<file path="config.mk">
export PLATFORM = sky130hd
export DESIGN_NAME = irq_mezz_deliver
export DESIGN_NICKNAME = d
export VERILOG_FILES = /design/src/rtl/irq_pkg.sv /design/src/rtl/irq_pin_cond.sv /design/src/rtl/irq_stat_regs.sv /design/src/rtl/irq_deliver_fsm.sv /design/src/rtl/irq_mezz_deliver.sv
export SDC_FILE = /design/constraint.sdc
export NUM_CORES = 1
export LEC_CHECK = 0
export BUFFER_PORTS_ARGS = -buffer_cell sky130_fd_sc_hd__buf_2
export CORE_ASPECT_RATIO = 1.4
export CORE_MARGIN = 5
export CORE_UTILIZATION = 35
export CTS_CLUSTER_DIAMETER = 60
export DETAILED_ROUTE_END_ITERATION = 8
export PLACE_DENSITY = 0.63
export SYNTH_ARGS = -nofsm -noshare
export SYNTH_HDL_FRONTEND = slang
export SYNTH_SLANG_ARGS = --single-unit
</file>
<file path="constraint.sdc">
create_clock -name clk -period 2.4 [get_ports clk]
set_input_delay 0.24 -clock clk [delete_from_list [all_inputs] [get_ports clk]]
set_output_delay 0.24 -clock clk [all_outputs]
set_load 0.01 [all_outputs]
</file>
<file path="src/rtl/irq_pkg.sv">
package irq_pkg;
    localparam int REQ_N        = 2;
    localparam int SEL_W        = 2;
    localparam int MODE_W       = 2;
    localparam int MMC_W        = 3;

    localparam logic [SEL_W-1:0] SEL_STATUS = 2'd0;
    localparam logic [SEL_W-1:0] SEL_ENABLE = 2'd1;
    localparam logic [SEL_W-1:0] SEL_MODE   = 2'd2;

    localparam int MODE_BIT_DIS = 0;
    localparam int MODE_BIT_MSI = 1;

    typedef enum logic [1:0] {
        DS_QUIET    = 2'd0,
        DS_INTX_ON  = 2'd1,
        DS_MSI_WAIT = 2'd2
    } deliv_state_t;
endpackage

</file>
<file path="src/rtl/irq_pin_cond.sv">
// One request pin: synchronize, invert to active-high, accept a new level
// only after it has been held for FILT_LEN consecutive samples.
module irq_pin_cond #(
    parameter int SYNC_STAGES = 2,
    parameter int FILT_LEN    = 2
) (
    input  logic clk,
    input  logic rst_n,
    input  logic pin_n,
    output logic level
);
    localparam int CW = $clog2(FILT_LEN + 1);

    logic [SYNC_STAGES-1:0] sync_q;
    logic                   samp;
    logic [CW-1:0]          run_q;
    logic                   level_q;

    always_ff @(posedge clk or negedge rst_n) begin
        if (!rst_n) sync_q <= '1;
        else        sync_q <= {sync_q[SYNC_STAGES-2:0], pin_n};
    end

    assign samp = ~sync_q[SYNC_STAGES-1];

    always_ff @(posedge clk or negedge rst_n) begin
        if (!rst_n) begin
            run_q   <= '0;
            level_q <= 1'b0;
        end else if (samp == level_q) begin
            run_q <= '0;
        end else if (run_q == CW'(FILT_LEN - 1)) begin
            level_q <= samp;
            run_q   <= '0;
        end else begin
            run_q <= run_q + 1'b1;
        end
    end

    assign level = level_q;
endmodule

</file>
<file path="src/rtl/irq_stat_regs.sv">
// Status (live levels + sticky bus error), enable mask, mode bits, combined condition.
module irq_stat_regs
    import irq_pkg::*;
#(
    parameter int N_REQ = REQ_N
) (
    input  logic               clk,
    input  logic               rst_n,
    input  logic [N_REQ-1:0]   req_lvl,
    input  logic               bus_err,
    input  logic               reg_wr,
    input  logic [SEL_W-1:0]   reg_sel,
    input  logic [N_REQ:0]     reg_wdata,
    output logic [N_REQ:0]     status,
    output logic [N_REQ:0]     enable,
    output logic [MODE_W-1:0]  mode,
    output logic               cond
);
    logic              berr_q;
    logic [N_REQ:0]    en_q;
    logic [MODE_W-1:0] mode_q;
    logic              clr_berr;

    assign clr_berr = reg_wr && (reg_sel == SEL_STATUS) && reg_wdata[N_REQ];

    always_ff @(posedge clk or negedge rst_n) begin
        if (!rst_n)        berr_q <= 1'b0;
        else if (bus_err)  berr_q <= 1'b1;
        else if (clr_berr) berr_q <= 1'b0;
    end

    always_ff @(posedge clk or negedge rst_n) begin
        if (!rst_n) begin
            en_q   <= '0;
            mode_q <= '0;
        end else if (reg_wr) begin
            if (reg_sel == SEL_ENABLE) en_q   <= reg_wdata;
            if (reg_sel == SEL_MODE)   mode_q <= reg_wdata[MODE_W-1:0];
        end
    end

    assign status = {berr_q, req_lvl};
    assign enable = en_q;
    assign mode   = mode_q;
    assign cond   = |(status & en_q);
endmodule

</file>
<file path="src/rtl/irq_deliver_fsm.sv">
// Chooses legacy level events or a single message per rising condition.
module irq_deliver_fsm
    import irq_pkg::*;
#(
    parameter int ADDR_W = 32,
    parameter int DATA_W = 16
) (
    input  logic              clk,
    input  logic              rst_n,
    input  logic              cond,
    input  logic [MODE_W-1:0] mode,
    input  logic [ADDR_W-1:0] msg_addr,
    input  logic [DATA_W-1:0] msg_data,
    output logic              intx_assert,
    output logic              intx_deassert,
    output logic              msi_req,
    output logic [ADDR_W-1:0] msi_addr,
    output logic [DATA_W-1:0] msi_data
);
    deliv_state_t state_q, state_d;
    logic         cond_q;
    logic         intx_ok;
    logic         msi_on;

    assign msi_on  = mode[MODE_BIT_MSI];
    assign intx_ok = !mode[MODE_BIT_MSI] && !mode[MODE_BIT_DIS];

    always_comb begin
        state_d = state_q;
        unique case (state_q)
            DS_QUIET: begin
                if (cond && intx_ok)                  state_d = DS_INTX_ON;
                else if (cond && msi_on && !cond_q)   state_d = DS_MSI_WAIT;
            end
            DS_INTX_ON: begin
                if (!(cond && intx_ok))               state_d = DS_QUIET;
            end
            DS_MSI_WAIT: begin
                if (!cond || !msi_on)                 state_d = DS_QUIET;
            end
            default:                                  state_d = DS_QUIET;
        endcase
    end

    always_ff @(posedge clk or negedge rst_n) begin
        if (!rst_n) begin
            state_q <= DS_QUIET;
            cond_q  <= 1'b0;
        end else begin
            state_q <= state_d;
            cond_q  <= cond;
        end
    end

    always_ff @(posedge clk or negedge rst_n) begin
        if (!rst_n) begin
            intx_assert   <= 1'b0;
            intx_deassert <= 1'b0;
            msi_req       <= 1'b0;
            msi_addr      <= '0;
            msi_data      <= '0;
        end else begin
            intx_assert   <= (state_q != DS_INTX_ON) && (state_d == DS_INTX_ON);
            intx_deassert <= (state_q == DS_INTX_ON) && (state_d != DS_INTX_ON);
            msi_req       <= (state_q == DS_QUIET) && (state_d == DS_MSI_WAIT);
            if ((state_q == DS_QUIET) && (state_d == DS_MSI_WAIT)) begin
                msi_addr <= msg_addr;
                msi_data <= msg_data;
            end
        end
    end
endmodule

</file>
<file path="src/rtl/irq_mezz_deliver.sv">
module irq_mezz_deliver
    import irq_pkg::*;
#(
    parameter int ADDR_W      = 32,
    parameter int DATA_W      = 16,
    parameter int SYNC_STAGES = 2,
    parameter int FILT_LEN    = 2
) (
    input  logic              clk,
    input  logic              rst_n,
    input  logic [1:0]        req_n_i,
    input  logic              bus_err_i,
    input  logic              reg_wr_i,
    input  logic [1:0]        reg_sel_i,
    input  logic [2:0]        reg_wdata_i,
    input  logic [ADDR_W-1:0] msg_addr_i,
    input  logic [DATA_W-1:0] msg_data_i,
    output logic [2:0]        status_o,
    output logic [2:0]        enable_o,
    output logic [1:0]        mode_o,
    output logic              irq_cond_o,
    output logic              intx_assert_o,
    output logic              intx_deassert_o,
    output logic              msi_req_o,
    output logic [ADDR_W-1:0] msi_addr_o,
    output logic [DATA_W-1:0] msi_data_o,
    output logic [2:0]        msi_mmc_o
);
    logic [REQ_N-1:0] req_lvl;

    for (genvar g = 0; g < REQ_N; g++) begin : g_pin
        irq_pin_cond #(
            .SYNC_STAGES(SYNC_STAGES),
            .FILT_LEN   (FILT_LEN)
        ) u_pin (
            .clk  (clk),
            .rst_n(rst_n),
            .pin_n(req_n_i[g]),
            .level(req_lvl[g])
        );
    end

    irq_stat_regs #(.N_REQ(REQ_N)) u_regs (
        .clk      (clk),
        .rst_n    (rst_n),
        .req_lvl  (req_lvl),
        .bus_err  (bus_err_i),
        .reg_wr   (reg_wr_i),
        .reg_sel  (reg_sel_i),
        .reg_wdata(reg_wdata_i),
        .status   (status_o),
        .enable   (enable_o),
        .mode     (mode_o),
        .cond     (irq_cond_o)
    );

    irq_deliver_fsm #(.ADDR_W(ADDR_W), .DATA_W(DATA_W)) u_fsm (
        .clk          (clk),
        .rst_n        (rst_n),
        .cond         (irq_cond_o),
        .mode         (mode_o),
        .msg_addr     (msg_addr_i),
        .msg_data     (msg_data_i),
        .intx_assert  (intx_assert_o),
        .intx_deassert(intx_deassert_o),
        .msi_req      (msi_req_o),
        .msi_addr     (msi_addr_o),
        .msi_data     (msi_data_o)
    );

    assign msi_mmc_o = '0;
endmodule

</file>
# --- Yosys cells after proc, flatten, opt, wreduce, memory -nomap -nowiden ---
# Cells that the tools add are included.
word_totals:
  inputBits: 59
  reg_bits: 70
  wordCells: 68
classes:
  mux: 11
  n_reduce_logical: 22
  n_addsub: 2
  bitwise: 5
  n_eq_ne: 12
op_table:
  columns: ["op", "count"]
  rows:
  - ["2-bit 2-to-1 mux", 8]
  - ["2-bit by 1-bit equality test with 1-bit output (second input constant)", 5]
  - ["1-bit logical AND", 9]
  - ["2-bit AND reduction", 4]
  - ["2-bit equality test (second input constant)", 3]
  - ["2-bit one-hot mux with 3 select lines", 1]
  - ["2-bit by 1-bit adder with 2-bit output (second input constant)", 2]
  - ["1-bit zero test", 4]
  - ["2-bit zero test", 2]
  - ["2-bit by 1-bit != test with 1-bit output (second input constant)", 2]
  - ["1-bit inverter", 4]
  - ["3-bit AND", 1]
  - ["3-bit OR reduction", 1]
  - ["1-bit equality test", 2]
  - ["1-bit 2-to-1 mux", 2]
  - ["2-bit nonzero test", 1]
  - ["1-bit logical OR", 1]

# --- Logic depth before layout (Yosys ltp) ---
depth:
  ltp_word: 9
  mapped_depth: 5

# --- Cells and area by module ---
# A second synthesis with hierarchy kept.
unflattened:
  cells_unflattened: 163
  area_unflattened_um2: 2676.3
by_module_without_submodules:
  columns: ["module", "seq_area_each_um2", "n_inst", "cells_per_inst", "area_each_um2"]
  rows:
  - ["irq_deliver_fsm", 1351.3, 1, 117, 2020.7]
  - ["irq_stat_regs", 150.1, 1, 20, 276.5]
  - ["irq_pin_cond (g_pin[0].u_pin)", 127.6, 1, 11, 180.2]
  - ["irq_pin_cond (g_pin[1].u_pin)", 127.6, 1, 11, 172.7]
  - ["irq_mezz_deliver", 0.0, 1, 4, 26.3]

# --- Worst setup path after synthesis ---
# OpenSTA, ideal clock, no wires.
synth_timing:
  kind: "reg2reg"
  startpoint: "reg g_pin[0].u_pin.level_q"
  endpoint: "reg u_fsm.msi_addr[31]"
  arrival_ns: 1.587
  setup_time_ns: 0.127
  setup_slack_ns: 0.686
  path_stages_with_launch: 6
  synth_period_minus_slack_ns: 1.714
  cell_sequence: "dfrtp_1 -> a222oi_1 -> nor4_2 -> buf_2 -> buf_6 -> mux2_1"
synth_via:
  elab_chain_len: 9
  word_cells_on_any_way: 14
synth_lines:
  columns: ["element", "line", "source"]
  rows:
  - ["start: declaration", "irq_pin_cond.sv:17", "logic level_q;"]
  - ["start signal: assignment", "irq_pin_cond.sv:33", "level_q <= samp;"]
  - ["3-bit AND *", "irq_stat_regs.sv:45", "assign cond = |(status & en_q);"]
  - ["3-bit OR reduction *", "irq_stat_regs.sv:45", null]
  - ["1-bit logical AND (2 in series)", "irq_deliver_fsm.sv:33", "else if (cond && msi_on && !cond_q) state_d = DS_MSI_WAIT;"]
  - ["2-bit 2-to-1 mux", "irq_deliver_fsm.sv:33", null]
  - ["2-bit 2-to-1 mux", "irq_deliver_fsm.sv:32", "if (cond && intx_ok) state_d = DS_INTX_ON;"]
  - ["2-bit one-hot mux with 3 select lines *", "irq_deliver_fsm.sv:30", "unique case (state_q)"]
  - ["2-bit equality test *", "irq_deliver_fsm.sv:66", "if ((state_q == DS_QUIET) && (state_d == DS_MSI_WAIT)) begin"]
  - ["1-bit logical AND *", "irq_deliver_fsm.sv:66", null]
  - ["end signal: assignment", "irq_deliver_fsm.sv:67", "msi_addr <= msg_addr;"]
  - ["end: declaration", "irq_deliver_fsm.sv:17", "output logic [ADDR_W-1:0] msi_addr,"]
# Mark *: on every way between the ends. The rest lies on a longest branch, timed or not.
# A chain may end at the register's enable or synchronous reset.

# --- Worst setup path in the final report ---
layout_timing:
  startpoint: "reg g_pin[0].u_pin.level_q"
  endpoint: "out irq_cond_o"
layout_via:
  elab_chain_len: 2
layout_lines:
  columns: ["element", "line", "source"]
  rows:
  - ["3-bit AND", "irq_stat_regs.sv:45", null]
  - ["3-bit OR reduction", "irq_stat_regs.sv:45", null]
  - ["end: declaration", "irq_mezz_deliver.sv:21", "output logic irq_cond_o,"]
# Every way passes these cells.

==> flow_summary.yaml <==
run_status:
  outcome: "complete, no violations"
timing:
  tightest_slew_ns: 0.654
  worst_slack_ns: 0.455
  maxSlewViolCount: 0
  setup-tns-final_ns: 0
  grt_setup_unrepaired: "no"
  period_share: 0.810
  timing.final.hold_violations: 0
  fin_skew_ns: 0.00702
  slew_headroom: 0.564
  maxClockFrequency_mhz: 514
  layout_min_cycle_time_ns: 1.94
  setup_viol: 0
placed_design:
  dp_slack_ns: 0.550
  place_area_um2: 3290
  place_hpwl_mm: 3.96
  io_buffers: 118
  gp_congestion: 0.740
hold_path:
  hp-start: "bus_err_i"
  min_to: "u_regs.berr_q$_DFFE_PN0P_"
  whs_path_depth: 2
  holdCritPathClass: "in -> reg"
global_route:
  grt_pass1_vias: 1856
  grt_max_degree: 50
  grt_usage: 0.123
  grt-ovfl-total: 0
  grt_pass1_wl_mm: 8.97
  antenna_found_initial: 0
cells_and_area:
  final_nets: 348
  final_area_um2: 3520
  antenna_cells: 0
  area_delta_synth_final_pct: 35.3
  drive_above_1_share: 0.626
worst_setup_path:
  ff2ff_path_depth: 4
  criticalPathCategory: "reg -> out"
  cp_slowest_cell: "a222oi_1"
  reg2reg_setup_slack_ns: 0.58
  start_kind: "register"
  path_delay_family: "compound AO/OA/AOI/OAI gates"
  crit_arrival_ns: 1.70
  cp_slowest_stage_delay_ns: 0.60
  crit_path_cell_trace: "a222oi_1 > inv_1 > buf_2"
  path_max_fanout: 4
  cp-end-kind: "primary output"
  r2r_end: "u_fsm.msi_data[9]$_DFFE_PN0P_"
  crit_buf_inv: 2
  worstPathRequired_ns: 2.16
  r2r-start: "g_pin[0].u_pin.level$_DFFE_PN0P_"
synth:
  synth_cell_type_count: 25
  synth_area_leaders: "dfrtp_1, mux2_2, dfstp_2, mux2_1, buf_4"
  ys_warn_count: 0
  ys.flop_type: "dfrtp_1"
  yosysTopAreaCellShare: 0.634
  synthArstFlopShare: 1.00
  ys_ff_latch: 70
  netlist_instances: 163
  syn-cell-area_um2: 2600
  yosysSeqAreaShare: 0.674
  yosysTopAreaCell: "dfrtp_1"
  syn_avg_cell_area_um2: 16.0
  synth_edf_count: 0
drt:
  wirelength_mm: 5.27
  viasPerCell: 4.41
  num_vias: 1726
  dr.pass1.iters: 4
  route.detailed.drc: 0
  wire_per_inst_um: 13.5
  drt_iter0_markers: 65
  ant_nets: 0
die:
  core_um2: 7310
  top_level_ports: 122
  die_w_um: 82.9
  die_y_um: 112
  core.rowCount: 37
  start_util: 0.356
  dieArea_um2: 9290
cts:
  cts_num_sinks: 70
  clk_path_buf_depth: 2
  clockRootBuffer: "clkbuf_8"
  post_cts_resized: 0
  cts_hold_buf: 3
  cts_made_buffers: 9
  cts_max_level: 3
  clock_latency_ns: 0.33
  cts_tree: "done"
  clkTransAtPathRegs_ns: 0.07
  cts_setup_buffers: 0
power:
  power_mw: 4.33
  leakage_nw: 1.74
  powerDensity_nw_per_um2: 1230
  vdd_drop_max_v: 0.000541
job:
  maxCapViolations: 0
Yosys cell counts (2+ instances only):
cell      count
and2_1        2
buf_2         4
buf_4         6
dfrtp_1      66
dfstp_2       4
inv_1         2
mux2_1        9
mux2_2       44
nand2_1       3
nand2b_1      3
nand3b_1      2
nor2_1        3
o21ai_0       2
xor2_1        2
power breakdown:
| part | switching (mW) | internal [mW] |
|---|---|---|
| Clock | 0.409 | 0.536 |
| Sequential | 0.246 | 1.68 |
| Combinational | 0.680 | 0.780 |
| Total | 1.33 | 2.99 |
cell families (layout without fill, tap and decap cells):
| family | Yosys count | after routing | synth area share |
|---|---|---|---|
| compound gates | 5 | 5 | 0.0125 |
| xor+xnor | 2 | 2 | 0.00673 |
| buf+inv | 13 | 142 | 0.0322 |
| flops | 70 | 70 | 0.674 |
| mux | 53 | 53 | 0.229 |
| other cells | 1 | 3 | 0.00144 |
| simple gates | 19 | 19 | 0.0437 |
state kept, by name, indices dropped and copies added, names as in the netlist:
register,flops
g_pin.u_pin.level,2
u_regs.berr_q,1
g_pin.u_pin.sync_q,4
u_fsm.intx_assert,1
u_fsm.msi_addr,32
u_fsm.intx_deassert,1
u_fsm.cond_q,1
u_fsm.state_q,2
u_fsm.msi_data,16
g_pin.u_pin.run_q,4
u_regs.mode,2
u_fsm.msi_req,1
u_regs.enable,3
worst max path at each step:
| stage | startpoint | endpoint | depth (start not counted) | slack [ns] |
|---|---|---|---|---|
| CTS | g_pin[0].u_pin.level$_DFFE_PN0P_ | irq_cond_o | 3 | 0.39 |
| floorplan | g_pin[0].u_pin.level$_DFFE_PN0P_ | u_fsm.msi_addr[31]$_DFFE_PN0P_ | 5 | 0.69 |
| detailed placement | g_pin[0].u_pin.level$_DFFE_PN0P_ | u_fsm.msi_data[9]$_DFFE_PN0P_ | 4 | 0.55 |
| finish | g_pin[0].u_pin.level$_DFFE_PN0P_ | irq_cond_o | 3 | 0.46 |
| global route | g_pin[0].u_pin.level$_DFFE_PN0P_ | irq_cond_o | 3 | 0.27 |
| global placement | g_pin[0].u_pin.level$_DFFE_PN0P_ | u_fsm.msi_data[12]$_DFFE_PN0P_ | 4 | 0.64 |
per-stage QoR:
stage | utilization | instances | hold slack (ns)
CTS | 0.482 | 391 | 0.0554
global placement | 0.450 | 372 | 0.304
floorplan | - | 165 | -0.0556
detailed placement | 0.450 | 372 | 0.315
global route | 0.482 | 391 | 0.0584
finish | 0.482 | 391 | 0.0805
area by class of cell:
cell class | instances | area [µm²]
well taps | 97 | 121
multi-input cells | 82 | 781
inverters | 2 | 7.51
flip-flops and latches | 70 | 1760
fillers | 700 | 3790
clock inverters | 3 | 42.5
clock buffers | 13 | 159
repair buffers | 124 | 656
placed cells by master (no fill, tap or decap), drive strengths merged:
master and n:
bufinv 1, nor3 1, dlygate4sd3 3, dfstp 4, o21ai 2, a222oi 1, and3b 1, nor2 3
nand2 3, or3 1, nand2b 3, inv 2, and3 1, a21oi 1, nor4 1, buf 121
clkbuf 13, xor2 2, nand3b 2, mux2 53, dfrtp 66, clkinv 1, nor2b 1, conb 3
and2 2, clkinvlp 1, a21o 1
routing by layer:
metal | up-vias | GRT usage | routed length (µm)
li1 | 811 | - | -
met1 | 842 | 0.137 | 1970
met2 | 65 | 0.198 | 2730
met3 | 8 | 0.0543 | 475
met4 | 0 | 0.0654 | 99
met5 | - | 0 | 0
No activity file was read; power rests on OpenSTA's default activity.
